--- config.mk ---
export PLATFORM = sky130hd
export DESIGN_NAME = sar_capture_ctrl
export DESIGN_NICKNAME = d
export VERILOG_FILES = /design/src/rtl/sar_cap_pkg.sv /design/src/rtl/sar_cclk_gen.sv /design/src/rtl/sar_busy_watch.sv /design/src/rtl/sar_sample_asm.sv /design/src/rtl/sar_seq.sv /design/src/rtl/sar_capture_ctrl.sv
export SDC_FILE = /design/constraint.sdc
export NUM_CORES = 1
export LEC_CHECK = 0
export ABC_AREA = 1
export BUFFER_PORTS_ARGS = -buffer_cell sky130_fd_sc_hd__buf_2
export CAP_MARGIN = 20
export CORE_MARGIN = 2
export CORE_UTILIZATION = 40
export DETAILED_ROUTE_END_ITERATION = 6
export PLACE_DENSITY = 0.66
export RECOVER_POWER = 100
export SLEW_MARGIN = 20
export SYNTH_ARGS = -nofsm -noshare
export SYNTH_HDL_FRONTEND = slang
export SYNTH_SLANG_ARGS = --single-unit
--- constraint.sdc ---
create_clock -name clk -period 1.25 [get_ports clk]
set_input_delay 0.0625 -clock clk [delete_from_list [all_inputs] [get_ports clk]]
set_output_delay 0.0625 -clock clk [all_outputs]
set_load 0.05 [all_outputs]
--- src/rtl/sar_cap_pkg.sv ---
package sar_cap_pkg;

    typedef enum logic [2:0] {
        S_IDLE,
        S_CS_SETUP,
        S_CONV_LO,
        S_WAIT_BUSY,
        S_RD_LO,
        S_GAP,
        S_RD_HI,
        S_DONE
    } seq_state_e;

    typedef struct packed {
        logic convst_n;
        logic cs_n;
        logic rd_n;
        logic byte_sel;
    } bus_pins_t;

    function automatic int max2(input int a, input int b);
        return (a > b) ? a : b;
    endfunction

    // Pin levels decoded from the sequencer state.
    function automatic bus_pins_t pins_for(input seq_state_e st);
        bus_pins_t p;
        p = '{convst_n: 1'b1, cs_n: 1'b1, rd_n: 1'b1, byte_sel: 1'b0};
        case (st)
            S_CS_SETUP:  p.cs_n = 1'b0;
            S_CONV_LO:   begin p.cs_n = 1'b0; p.convst_n = 1'b0; end
            S_WAIT_BUSY: p.cs_n = 1'b0;
            S_RD_LO:     begin p.cs_n = 1'b0; p.rd_n = 1'b0; end
            S_GAP:       begin p.cs_n = 1'b0; p.byte_sel = 1'b1; end
            S_RD_HI:     begin p.cs_n = 1'b0; p.rd_n = 1'b0; p.byte_sel = 1'b1; end
            default:     ;
        endcase
        return p;
    endfunction

endpackage

--- src/rtl/sar_cclk_gen.sv ---
module sar_cclk_gen #(
    parameter int CLK_DIV_HALF = 4
) (
    input  logic clk,
    input  logic rst,
    output logic cclk_o,
    output logic rise_o
);
    localparam int DW = (CLK_DIV_HALF > 1) ? $clog2(CLK_DIV_HALF) : 1;

    logic [DW-1:0] div_q;
    logic          cclk_q;
    logic          wrap;

    assign wrap = (div_q == DW'(CLK_DIV_HALF - 1));

    always_ff @(posedge clk) begin
        if (rst) begin
            div_q  <= '0;
            cclk_q <= 1'b0;
        end else if (wrap) begin
            div_q  <= '0;
            cclk_q <= ~cclk_q;
        end else begin
            div_q  <= div_q + 1'b1;
        end
    end

    assign cclk_o = cclk_q;
    // High in the cycle whose closing edge raises the conversion clock.
    assign rise_o = wrap & ~cclk_q;
endmodule

--- src/rtl/sar_busy_watch.sv ---
module sar_busy_watch #(
    parameter int TIMEOUT_CCLK = 24
) (
    input  logic clk,
    input  logic rst,
    input  logic arm_i,
    input  logic tick_i,
    input  logic busy_i,
    output logic seen_o,
    output logic expired_o
);
    localparam int TW = $clog2(TIMEOUT_CCLK + 1);

    logic [TW-1:0] tick_q;
    logic          seen_q;

    always_ff @(posedge clk) begin
        if (rst || !arm_i) begin
            tick_q <= '0;
            seen_q <= 1'b0;
        end else begin
            if (busy_i)
                seen_q <= 1'b1;
            if (tick_i && tick_q != TW'(TIMEOUT_CCLK))
                tick_q <= tick_q + 1'b1;
        end
    end

    assign seen_o    = seen_q | (arm_i & busy_i);
    assign expired_o = arm_i && (tick_q == TW'(TIMEOUT_CCLK));
endmodule

--- src/rtl/sar_sample_asm.sv ---
module sar_sample_asm #(
    parameter int DATA_W    = 16,
    parameter int BYTE_MODE = 0
) (
    input  logic              clk,
    input  logic              rst,
    input  logic              cap_lo_i,
    input  logic              cap_hi_i,
    input  logic [DATA_W-1:0] db_i,
    output logic [DATA_W-1:0] word_o
);
    localparam int BYTE_W = DATA_W / 2;

    logic [DATA_W-1:0] word_q;

    generate
        if (BYTE_MODE != 0) begin : g_byte
            logic unused_hi_lanes;
            assign unused_hi_lanes = ^db_i[DATA_W-1:BYTE_W];
            always_ff @(posedge clk) begin
                if (rst) begin
                    word_q <= '0;
                end else begin
                    if (cap_lo_i)
                        word_q[BYTE_W-1:0] <= db_i[BYTE_W-1:0];
                    if (cap_hi_i)
                        word_q[DATA_W-1:BYTE_W] <= db_i[BYTE_W-1:0];
                end
            end
        end else begin : g_word
            always_ff @(posedge clk) begin
                if (rst)
                    word_q <= '0;
                else if (cap_lo_i || cap_hi_i)
                    word_q <= db_i;
            end
        end
    endgenerate

    assign word_o = word_q;
endmodule

--- src/rtl/sar_seq.sv ---
module sar_seq
    import sar_cap_pkg::*;
#(
    parameter int BYTE_MODE    = 0,
    parameter int CONV_LOW_CYC = 3,
    parameter int GUARD_CYC    = 16,
    parameter int RD_CYC       = 4
) (
    input  logic      clk,
    input  logic      rst,
    input  logic      req_i,
    input  logic      busy_i,
    input  logic      seen_i,
    input  logic      expired_i,
    output bus_pins_t pins_o,
    output logic      arm_o,
    output logic      cap_lo_o,
    output logic      cap_hi_o,
    output logic      valid_o,
    output logic      timeout_o
);
    localparam int CNT_MAX = max2(CONV_LOW_CYC, RD_CYC);
    localparam int CNT_W   = $clog2(CNT_MAX + 1);
    localparam int GRD_W   = $clog2(GUARD_CYC + 1);

    seq_state_e       state_q, state_d;
    logic [CNT_W-1:0] cnt_q;
    logic [GRD_W-1:0] since_rd_q;
    logic             pend_q;
    logic             tmo_q;
    logic             start, tmo, cap_lo, cap_hi;
    logic             guard_ok;
    bus_pins_t        pins;

    assign pins     = pins_for(state_q);
    assign guard_ok = (since_rd_q == GRD_W'(GUARD_CYC));

    always_comb begin
        state_d = state_q;
        start   = 1'b0;
        tmo     = 1'b0;
        cap_lo  = 1'b0;
        cap_hi  = 1'b0;
        case (state_q)
            S_IDLE: begin
                if ((req_i || pend_q) && guard_ok && !busy_i) begin
                    state_d = S_CS_SETUP;
                    start   = 1'b1;
                end
            end
            S_CS_SETUP: state_d = S_CONV_LO;
            S_CONV_LO: begin
                if (cnt_q == CNT_W'(CONV_LOW_CYC - 1))
                    state_d = S_WAIT_BUSY;
            end
            S_WAIT_BUSY: begin
                if (seen_i && !busy_i) begin
                    state_d = S_RD_LO;
                end else if (expired_i) begin
                    state_d = S_IDLE;
                    tmo     = 1'b1;
                end
            end
            S_RD_LO: begin
                if (cnt_q == CNT_W'(RD_CYC - 1)) begin
                    cap_lo  = 1'b1;
                    state_d = (BYTE_MODE != 0) ? S_GAP : S_DONE;
                end
            end
            S_GAP: state_d = S_RD_HI;
            S_RD_HI: begin
                if (cnt_q == CNT_W'(RD_CYC - 1)) begin
                    cap_hi  = 1'b1;
                    state_d = S_DONE;
                end
            end
            S_DONE:  state_d = S_IDLE;
            default: state_d = S_IDLE;
        endcase
    end

    always_ff @(posedge clk) begin
        if (rst) begin
            state_q    <= S_IDLE;
            cnt_q      <= '0;
            since_rd_q <= GRD_W'(GUARD_CYC);
            pend_q     <= 1'b0;
            tmo_q      <= 1'b0;
        end else begin
            state_q <= state_d;
            cnt_q   <= (state_d != state_q) ? '0 : cnt_q + 1'b1;
            if (!pins.rd_n)
                since_rd_q <= '0;
            else if (!guard_ok)
                since_rd_q <= since_rd_q + 1'b1;
            pend_q <= start ? 1'b0 : (pend_q | req_i);
            tmo_q  <= tmo;
        end
    end

    assign pins_o    = pins;
    assign arm_o     = (state_q == S_CONV_LO) || (state_q == S_WAIT_BUSY);
    assign cap_lo_o  = cap_lo;
    assign cap_hi_o  = cap_hi;
    assign valid_o   = (state_q == S_DONE);
    assign timeout_o = tmo_q;
endmodule

--- src/rtl/sar_capture_ctrl.sv ---
module sar_capture_ctrl
    import sar_cap_pkg::*;
#(
    parameter int DATA_W       = 16,
    parameter int BYTE_MODE    = 0,
    parameter int CLK_DIV_HALF = 4,
    parameter int CONV_LOW_CYC = 3,
    parameter int GUARD_CYC    = 16,
    parameter int POST_CYC     = 2,
    parameter int RD_CYC       = 4,
    parameter int TIMEOUT_CCLK = 24
) (
    input  logic              clk,
    input  logic              rst,
    input  logic              req_i,
    input  logic              adc_busy_i,
    input  logic [DATA_W-1:0] adc_db_i,
    output logic              adc_clk_o,
    output logic              adc_convst_n_o,
    output logic              adc_cs_n_o,
    output logic              adc_rd_n_o,
    output logic              adc_byte_o,
    output logic [DATA_W-1:0] smp_o,
    output logic              smp_valid_o,
    output logic              timeout_o
);
    // POST_CYC is met structurally: reads wait for the busy line to fall,
    // which takes many conversion-clock edges. The checker enforces it.
    localparam int POST_CHK = POST_CYC;

    bus_pins_t pins;
    logic      cclk_rise, arm, seen, expired, cap_lo, cap_hi;

    sar_cclk_gen #(.CLK_DIV_HALF(CLK_DIV_HALF)) u_cclk (
        .clk    (clk),
        .rst    (rst),
        .cclk_o (adc_clk_o),
        .rise_o (cclk_rise)
    );

    sar_busy_watch #(.TIMEOUT_CCLK(TIMEOUT_CCLK)) u_watch (
        .clk       (clk),
        .rst       (rst),
        .arm_i     (arm),
        .tick_i    (cclk_rise),
        .busy_i    (adc_busy_i),
        .seen_o    (seen),
        .expired_o (expired)
    );

    sar_seq #(
        .BYTE_MODE    (BYTE_MODE),
        .CONV_LOW_CYC (CONV_LOW_CYC),
        .GUARD_CYC    (GUARD_CYC),
        .RD_CYC       (RD_CYC)
    ) u_seq (
        .clk       (clk),
        .rst       (rst),
        .req_i     (req_i),
        .busy_i    (adc_busy_i),
        .seen_i    (seen),
        .expired_i (expired),
        .pins_o    (pins),
        .arm_o     (arm),
        .cap_lo_o  (cap_lo),
        .cap_hi_o  (cap_hi),
        .valid_o   (smp_valid_o),
        .timeout_o (timeout_o)
    );

    sar_sample_asm #(.DATA_W(DATA_W), .BYTE_MODE(BYTE_MODE)) u_asm (
        .clk      (clk),
        .rst      (rst),
        .cap_lo_i (cap_lo),
        .cap_hi_i (cap_hi),
        .db_i     (adc_db_i),
        .word_o   (smp_o)
    );

    assign adc_convst_n_o = pins.convst_n;
    assign adc_cs_n_o     = pins.cs_n;
    assign adc_rd_n_o     = pins.rd_n;
    assign adc_byte_o     = pins.byte_sel;
endmodule

After elaboration in Yosys (flattened, before gate mapping) --
Cells that the tools add are included.
Cells by class: add/subtract/negate cells 4, equality and inequality tests 15, muxes and demuxes 18, bitwise gates (word level) 6, reductions and logical operators 20
Operator list (number):
- $pmux 3 s7 | 1
- $mux 3 | 5
- $eq 3x2->1 const B | 4
- $eq 3x3->1 const B | 4
- $add 5x1->5 const B | 2
- $eq 5x5->1 const B | 2
- $mux 1 | 10
- $mux 5 | 2
- $reduce_or 2->1 | 5
- $reduce_or 3->1 | 2
- $reduce_or 6->1 | 1
- $logic_and 1x1->1 | 5
- $ne 5x5->1 const B | 1
- $logic_or 1x1->1 | 4
- $add 3x1->3 const B | 1
- $eq 3x1->1 const B | 1
- $logic_not 3->1 | 1
- $ne 3x3->1 | 1
- $add 2x1->2 const B | 1
- $and 1x1->1 | 2
- $eq 2x2->1 const B | 1
- $logic_not 1->1 | 2
- $ne 2x2->1 const B | 1
- $not 1->1 | 2
- $or 1x1->1 | 2
Word-level totals: flip-flop bits (word level) 38, input port bits 20, output and inout port bits 23, logic and storage cells 74

Depth between registers and ports, before layout --
Gate-level depths: netlist (run 1).
depth after elaboration 9, mapped depth 11, depth with buffers taken out 11

Hierarchy --
From an unflattened synthesis (run 1), not the netlist that was laid out.
Second synthesis, totals: cells, all modules 258, area, all modules 1799.2 µm²
By module, submodules not included:
- sar_seq | times used 1, cells each 100, area each 696.9 µm², sequential area each 260.2 µm²
- sar_sample_asm | times used 1, cells each 102, area each 676.9 µm², sequential area each 320.3 µm²
- sar_busy_watch | times used 1, cells each 44, area each 310.3 µm², sequential area each 120.1 µm²
- sar_cclk_gen | times used 1, cells each 12, area each 115.1 µm², sequential area each 60.1 µm²

Worst setup path before layout (run 1) --
Ideal clock, no wire load.
path type flip-flop to output port, start reg u_seq.state_q[0], end out adc_cs_n_o, arrival 1.629 ns, data required time 1.188 ns, slack -0.441 ns, cell stages (with the launch flop) 3, path buffers 0, cells stage by stage dfxtp_1 -> nand2_2 -> o21ai_0
Between the ends: longest elaborated chain between the ends 3, elaborated cells between the ends (all ways) 8, those cells by class eq/ne (6); mux (1); reduce/logical (1)
RTL lines:
- start: declaration | line sar_seq.sv:26 | seq_state_e state_q, state_d;
- start signal: assignment | line sar_seq.sv:90 | state_q <= state_d;
- $eq 3x1->1, or another cell as far along | line sar_cap_pkg.sv:29 | case (st)
- $reduce_or 6->1 (no line) *
- $mux 1 * | line sar_cap_pkg.sv:29
- end: declaration | line sar_capture_ctrl.sv:20 | output logic adc_cs_n_o,
Every way passes the cells marked *; elsewhere a longest branch is shown, timed or not.

Worst setup path after layout (run 1) --
start reg u_seq.cnt_q[0], end reg u_seq.cnt_q[0]
Between the ends: longest elaborated chain between the ends 5, elaborated cells between the ends (all ways) 8, those cells by class add/sub (1); eq/ne (3); mux (3); reduce/logical (1)
RTL lines:
- start: declaration | line sar_seq.sv:27 | logic [CNT_W-1:0] cnt_q;
- start signal: assignment | line sar_seq.sv:91 | cnt_q <= (state_d != state_q) ? '0 : cnt_q + 1'b1;
- $eq 3x2->1, on equally long branches | line sar_seq.sv:65, sar_seq.sv:72, sar_seq.sv:53
- $mux 3, on equally long branches | line sar_seq.sv:65, sar_seq.sv:72, sar_seq.sv:53
- $pmux 3 s7 | line sar_seq.sv:44 | case (state_q)
- $ne 3x3->1 | line sar_seq.sv:91
- $reduce_or 2->1 (no line)
Parallel ways exist; a longest one is shown, timed or not. A chain may end at the register's enable or synchronous reset.

==> summary.md, run 1 <==
| Metric | Value |
|---|---|
| CTS tree | yes |
| Clock Skews | 0.00284 ns |
| Clk_lat worst skew | around 0.29 ns |
| Critical Path Sink Type | flop |
| Post-synth EDFFs | 0 |
| Fin. Hold Viols | 0 |
| Critical Path RT | approximately 1.5 ns |
| Antenna violations before repair | 0 |
| Reg clk slew, reported paths | ~0.08 ns |
| Share of layout cells above drive strength 1 | 41.9% |
| Initial DRC count | 34 |
| Congestion Overflow GR | 0 |
| Die area | about 4600 µm² |
| Area delta synth->final | 45.5% |
| Area leader, netlist | dfxtp_1 |
| Yosys cell types | 24 |
| DRC violations left | 0 |
| Vias | about 1.6k |
| Core area | 3940 µm² |
| I/O pin count | 43 |
| Port Buffers | 42 |
| Multi-input logic area | about 880 µm² |
| Violated checks | negative setup slack |
| Leak pwr | approximately 1 nW |
| Final TNS setup | -0.171 ns |
| Most instantiated cells after synthesis | nand2_1 (57), dfxtp_1 (38), a21oi_1 (27) |
| Worst hold path type | input pin to flop |
| RSZ-0062 raised after global routing | true |
| Clk buf depth | 2 |
| Root Driver | clkbuf_8 |
| Top cells by area, synth | dfxtp_1 (47%), nand2_1 (13%), a21oi_1 (8.3%), ha_1 (6.2%), inv_1 (5.8%) |
| Fillers | 367 |
| Clock buffer count from CTS | 5 |
| Die Wd | approximately 68 µm |
| Sequential cell area | between 700 and 800 µm² |
| Vias per std cell | 4.60 |
| H-Tree Depth | 2 |
| Final #Nets | 316 |
| Mapped Cells | ~220 |
| Mean Syn Cell Area | between 7 and 8 µm² |
| Synth warn | 0 |
| Mapped Nets | ~240 |
| Period minus WS final | about 1.3 ns |
| Crit path max fanout | 4 |
| Post-DR wirelength/cell | ~11 µm |
| Largest net degree at the start of global routing | 20 |
| First-pass GRT wire length | 5620 µm |
| Number of max-cap violations | 0 |
| Crit share post-route | 103% |
| DP Wirelength | approximately 2600 µm |
| Vias in the first global route | ~1.3k |
| All-Layer GR Usage | between 15 and 20% |
| Synth top area share | between 40% and 50% |
| Max-slew violations | 0 |
| Status | finished with violations |
| WS Path Type | flop to flop |
| Initial Utilization | roughly two fifths |
| Register area share after synthesis | between 40 and 50% |
| DRT antenna net count | 0 |
| Hold_ws | 0.00671 ns |
| FF+latch count, synth | 38 |
| Crit path DAT | ~1.5 ns |
| Total wire length | between 3000 and 4000 µm |
| Die H | about 68 µm |
| Ys async rst share | 0% |
| Ys flop type | dfxtp_1 |
| Total power | 3.21 mW |
| Relative slew slack | 81.7% |
| Setup violators final | 6 |
| Worst vdd ir | approximately 0.75 mV |
| Number of diodes | 0 |
| Worst setup SP type | flop |
| Fmax | roughly 780 MHz |
| Most frequent cell after synthesis | nand2_1 |
| Pwr/cell area | 1360 nW/µm² |
| Num rows | 23 |
| Worst Max-Slew Pin Slew | 0.276 ns |
| Sink Count | 38 |
| DRT Pass-1 Iters | 4 |
| Post-synthesis cell area | about 1600 µm² |
| Post-route setup slack | -0.0357 ns |
| RePlAce Congestion | slightly above 0.8 |
[flip-flops by register name, summed over array words and instances, names as in the netlist]
register and flops:
u_asm.word_o 16, u_seq.cnt_q 3, u_cclk.cclk_o 1, u_seq.timeout_o 1, u_watch.seen_q 1, u_seq.since_rd_q 5, u_seq.pend_q 1, u_watch.tick_q 5
u_cclk.div_q 2, u_seq.state_q 3
[routing by layer]
layer	up-vias	routed length (µm)	global-route usage (%)
met2	21	1870	28.2
met1	709	1540	19.1
met3	5	132	4.00
met5	-	0	0
met4	0	50	7.65
li1	826	-	-
[repair_timing]
item / 4_1_cts / 5_1_grt
hold buffers: 1 / 0
endpoints found under the hold margin: 1 / 0
endpoints found under the setup margin: 19 / 31
pin swaps: 9 / 14
setup buffers: 4 / 2
gates resized for setup: 28 / 33
[report_power, final]
part | leakage, nW | switching (mW) | internal (mW) | total [mW]
Combinational | 0.671 | 0.495 | 0.431 | 0.926
Sequential | 0.312 | 0.0790 | 1.32 | 1.40
Clock | 0.0472 | 0.448 | 0.443 | 0.891
Total | 1.03 | 1.02 | 2.19 | 3.21
[worst paths after layout]
path                         from              end  slack, ns  depth (start not counted)
setup / recovery   u_seq.cnt_q[0]   u_seq.cnt_q[0]      -0.04                          9
hold / removal        adc_db_i[6]  u_asm.word_o[6]      0.007                          3
setup reg to reg   u_seq.cnt_q[0]   u_seq.cnt_q[0]      -0.04                          9
hold reg to reg   u_cclk.div_q[0]  u_cclk.div_q[0]       0.43                          1
[final cells by class]
type / instances / share of cell area, %
Multi-Input combinational cell: 148 / 37.4
Sequential cell: 38 / 32.8
Timing Repair Buffer: 69 / 19.0
Inverter: 26 / 4.24
Clock buffer: 6 / 3.49
Tap cell: 50 / 2.65
Clock inverter: 2 / 0.529
[cells in the final DEF, fill, tap and decap left out, drive strengths merged, types with 2 or more instances in the layout]
cell type,instances
ha,8
nand3,11
nor2,25
nor3,4
xnor2,2
clkbuf,8
dfxtp,38
nand4,2
nand2,59
o21ai,6
a21oi,27
buf,66
inv,26
[kinds of logic after synthesis]
logic type	after synthesis	synth area share (%)
buf+inv	30	7.63
flops	38	46.8
fa+ha+maj	8	6.16
xor+xnor	3	1.62
compound gates	34	10.6
simple gates	103	27.2
[worst max-delay path: stages, from the launching register on]
cell	delay [ns]
dfxtp_4	0.36
ha_4	0.16
ha_4	0.15
nand2_4	0.08
inv_4	0.05
nor2_4	0.08
nand3_2	0.08
nand2_1	0.08
nand3_2	0.08
nor2_1	0.10
[stage by stage]
| stage | instance area, µm² | worst slack [ns] | std cells | util [%] |
|---|---|---|---|---|
| 3_5_place_dp | 2060 | -0.0569 | 325 | 52.3 |
| 6_report | 2360 | -0.0357 | 339 | 59.9 |
| 5_1_grt | 2360 | -0.105 | 339 | 59.9 |
| 3_3_place_gp | 2060 | -0.0427 | 325 | 52.3 |
| 2_1_floorplan | 1650 | -0.0604 | 216 | - |
| 4_1_cts | 2260 | -0.0494 | 338 | 57.4 |
Note: power is estimated with default switching activity, not from simulation.
==> inputs of run 2 (changes only) <==
ABC_AREA = 0   (was 1)
==> run 2 against run 1 <==
The flow still finishes with violations (negative setup slack). Die area is 1.5% lower. Clock-buffer cell count is 1 higher. Cell count is 10% lower. Sequential share of layout area is 1.5 points lower. Routed wire length is 6.4% higher. Critical endpoint is now adc_convst_n_o. Largest cell class unchanged. Largest power group unchanged.
==> summary.md, run 2 <==
| Metric | Value |
|---|---|
| Area leader, netlist | dfxtp_1 |
| DRT Pass-1 Iters | 3 |
| Commonest non-fill, non-tap cells in the layout | nand2_1 (33), dfxtp_1 (28), buf_4 (25) |
| Critical Path Sink Type | output port |
| Worst setup SP type | flop |
| DRC violations left | 0 |
| Max reg flops | 16 |
| Initial Utilization | 42.7% |
| P_sw | ~0.81 mW |
| Ys async rst share | 0% |
| Largest net degree at the start of global routing | 20 |
| Die Wd | ~67 µm |
| Final TNS setup | -1.67 ns |
| Period minus WS final | ~1.4 ns |
| Port Buffers | 42 |
| Crit path DAT | approximately 1.3 ns |
| Most common cell after layout, fill and taps aside | nand2_1 |
| Pwr/cell area | approximately 1200 nW/µm² |
| RePlAce Congestion | ~0.74 |
| Die area | between 4000 and 5000 µm² |
| Worst vdd ir | approximately 0.78 mV |
| Post-synth EDFFs | 0 |
| Register area share after synthesis | between 40% and 50% |
| Most frequent cell after synthesis | dfxtp_1 |
| Die H | about 67 µm |
| Post-DR wirelength/cell | approximately 13 µm |
| Leak pwr | ~1.0 nW |
| Clock buffer count from CTS | 5 |
| Max-slew violations | 0 |
| Congestion Overflow GR | 0 |
| Hold_ws | around 0.010 ns |
| Clk_lat worst skew | between 0.2 and 0.3 ns |
| Synth warn | 0 |
| H-Tree Depth | 2 |
| Crit path max fanout | 4 |
| Top cells by area, synth | dfxtp_1 (48%), nand2_1 (8.5%), ha_1 (6.3%), a21oi_1 (6.0%), nor2_1 (4.0%) |
| Core area | roughly 3700 µm² |
| DP Wirelength | 2580 µm |
| Min-delay src | adc_db_i[7] |
| CTS tree | yes |
| Setup violators final | 26 |
| Fmax | between 700 and 800 MHz |
| Violated checks | negative setup slack |
| Mean Syn Cell Area | approximately 9 µm² |
| First-pass GRT wire length | between 6000 and 7000 µm |
| Initial DRC count | 23 |
| Vias | 1444 |
| Design Area, Final | about 2500 µm² |
| Clock power share | 28.7% |
| Crit. Startpoint | u_seq.state_q[2] |
| Internal | 2.16 mW |
| Root Driver | clkbuf_8 |
| DRT antenna net count | 0 |
| RSZ-0062 raised after global routing | true |
| Area delta synth->final | 56.0% |
| I/O pin count | 43 |
| Synth top area share | 47.6% |
| Post-synthesis cell area | roughly 1600 µm² |
| Critical Path RT | 1.19 ns |
| Placed inst area | around 2100 µm² |
| Relative slew slack | 80.3% |
| Reg clk slew, reported paths | about 0.07 ns |
| Num rows | 22 |
| Comb power frac | 26.4% |
| Net Sw Frac | between 20% and 30% |
| Worst Max-Slew Pin Slew | about 0.29 ns |
| Antenna violations before repair | 0 |
| Total wire length | 3830 µm |
| Status | finished with violations |
| FF+latch count, synth | 38 |
| WS Path Type | flop to output port |
| Yosys cell types | 31 |
| Share of layout cells above drive strength 1 | approximately half |
| Ys flop type | dfxtp_1 |
| Post-route setup slack | -0.144 ns |
| Vias per std cell | 4.73 |
| Sink Count | 38 |
| Worst hold path type | input pin to flop |
| Number of max-cap violations | 0 |
| Most instantiated cells after synthesis | dfxtp_1 (38), nand2_1 (36), a21oi_1 (19) |
| Mapped Cells | 178 |
| Final #Nets | roughly 280 |
| Number of diodes | 0 |
| Mapped Nets | 206 |
| Vias in the first global route | about 1.4k |
| Fin. Hold Viols | 0 |
| Clock Skews | 0.00600 ns |
| All-Layer GR Usage | between 10% and 20% |
| Crit share post-route | 112% |
| Clk buf depth | 2 |
| Sequential Power Share | approximately 45% |
| Worst r2r src | u_seq.state_q[2] |
run 2: cell types whose count changed after synthesis, sizes merged, moves of 4 or more:
cell | before | now
o21ai | 6 | 0
nand2 | 59 | 36
inv | 26 | 8
nor2 | 25 | 17
a21oi | 27 | 19
nand3 | 11 | 7
and3b | 0 | 4
xnor2 | 2 | 6
run 2: kinds of logic after synthesis:
kind of cell             Yosys count  synth area share, %
flip-flops                        38                 47.6
adder cells (fa/ha/maj)            8                 6.26
XOR/XNOR                          10                 5.48
multiplexers                       1                0.626
AO/OA/AOI/OAI                     25                 10.3
buffers and inverters             15                 3.84
AND/OR/NAND/NOR                   81                 25.8
run 2: per-stage QoR:
| step | power [mW] | setup WS, ns | cells | utilization (%) |
|---|---|---|---|---|
| after floorplan | 1.65 | -0.154 | 178 | - |
| after global placement | 1.87 | -0.286 | 288 | 55.5 |
| after detailed placement | 1.88 | -0.333 | 288 | 55.5 |
| after CTS | 2.89 | -0.152 | 299 | 62.8 |
| after global routing | 3.11 | -0.202 | 305 | 66.6 |
| final | 2.96 | -0.144 | 305 | 66.6 |
run 2: per-layer routing:
| layer | wire length, µm | track usage [%] | vias up |
|---|---|---|---|
| li1 | - | - | 747 |
| met5 | 0 | 0 | - |
| met2 | 1880 | 30.1 | 36 |
| met1 | 1700 | 22.0 | 655 |
| met4 | 55 | 6.89 | 0 |
| met3 | 189 | 5.17 | 6 |
run 2: area by class of cell:
class                           count  area (µm²)
Clock buffer                        7        86.3
Clock inverter                      1        5.00
Fill cell                         326        1250
Inverter                            8        35.0
Multi-Input combinational cell    125         967
Sequential cell                    38         778
Tap cell                           48        60.1
Timing Repair Buffer               78         561
run 2: timing repair:
item                                    in CTS  in global routing
pin swaps                                    6                 12
gates resized for setup                     43                 25
endpoints found under the hold margin        1                  0
endpoints found under the setup margin      30                 32
hold buffers                                 1                  0
buffers inserted                             2                  7
run 2: critical path, cell delays in order (launching register included):
cell and delay [ns]:
dfxtp_4 0.37, or3b_4 0.41, buf_6 0.13, buf_8 0.14
run 2: power by group through the flow:
stage / Combinational, mW / Sequential, mW / Clock (mW)
final: 0.781 / 1.33 / 0.849
after global routing: 0.847 / 1.34 / 0.929
after CTS: 0.682 / 1.32 / 0.885
after detailed placement: 0.543 / 1.33 / 0
after global placement: 0.536 / 1.33 / 0
after floorplan: 0.305 / 1.35 / 0
run 2: worst paths after layout:
check	endpoint	slack [ns]	depth (start not counted)
hold reg to reg	u_cclk.div_q[0]	0.44	1
setup / recovery	adc_convst_n_o	-0.14	3
hold / removal	u_asm.word_o[7]	0.01	3
setup reg to reg	u_seq.cnt_q[2]	-0.14	4
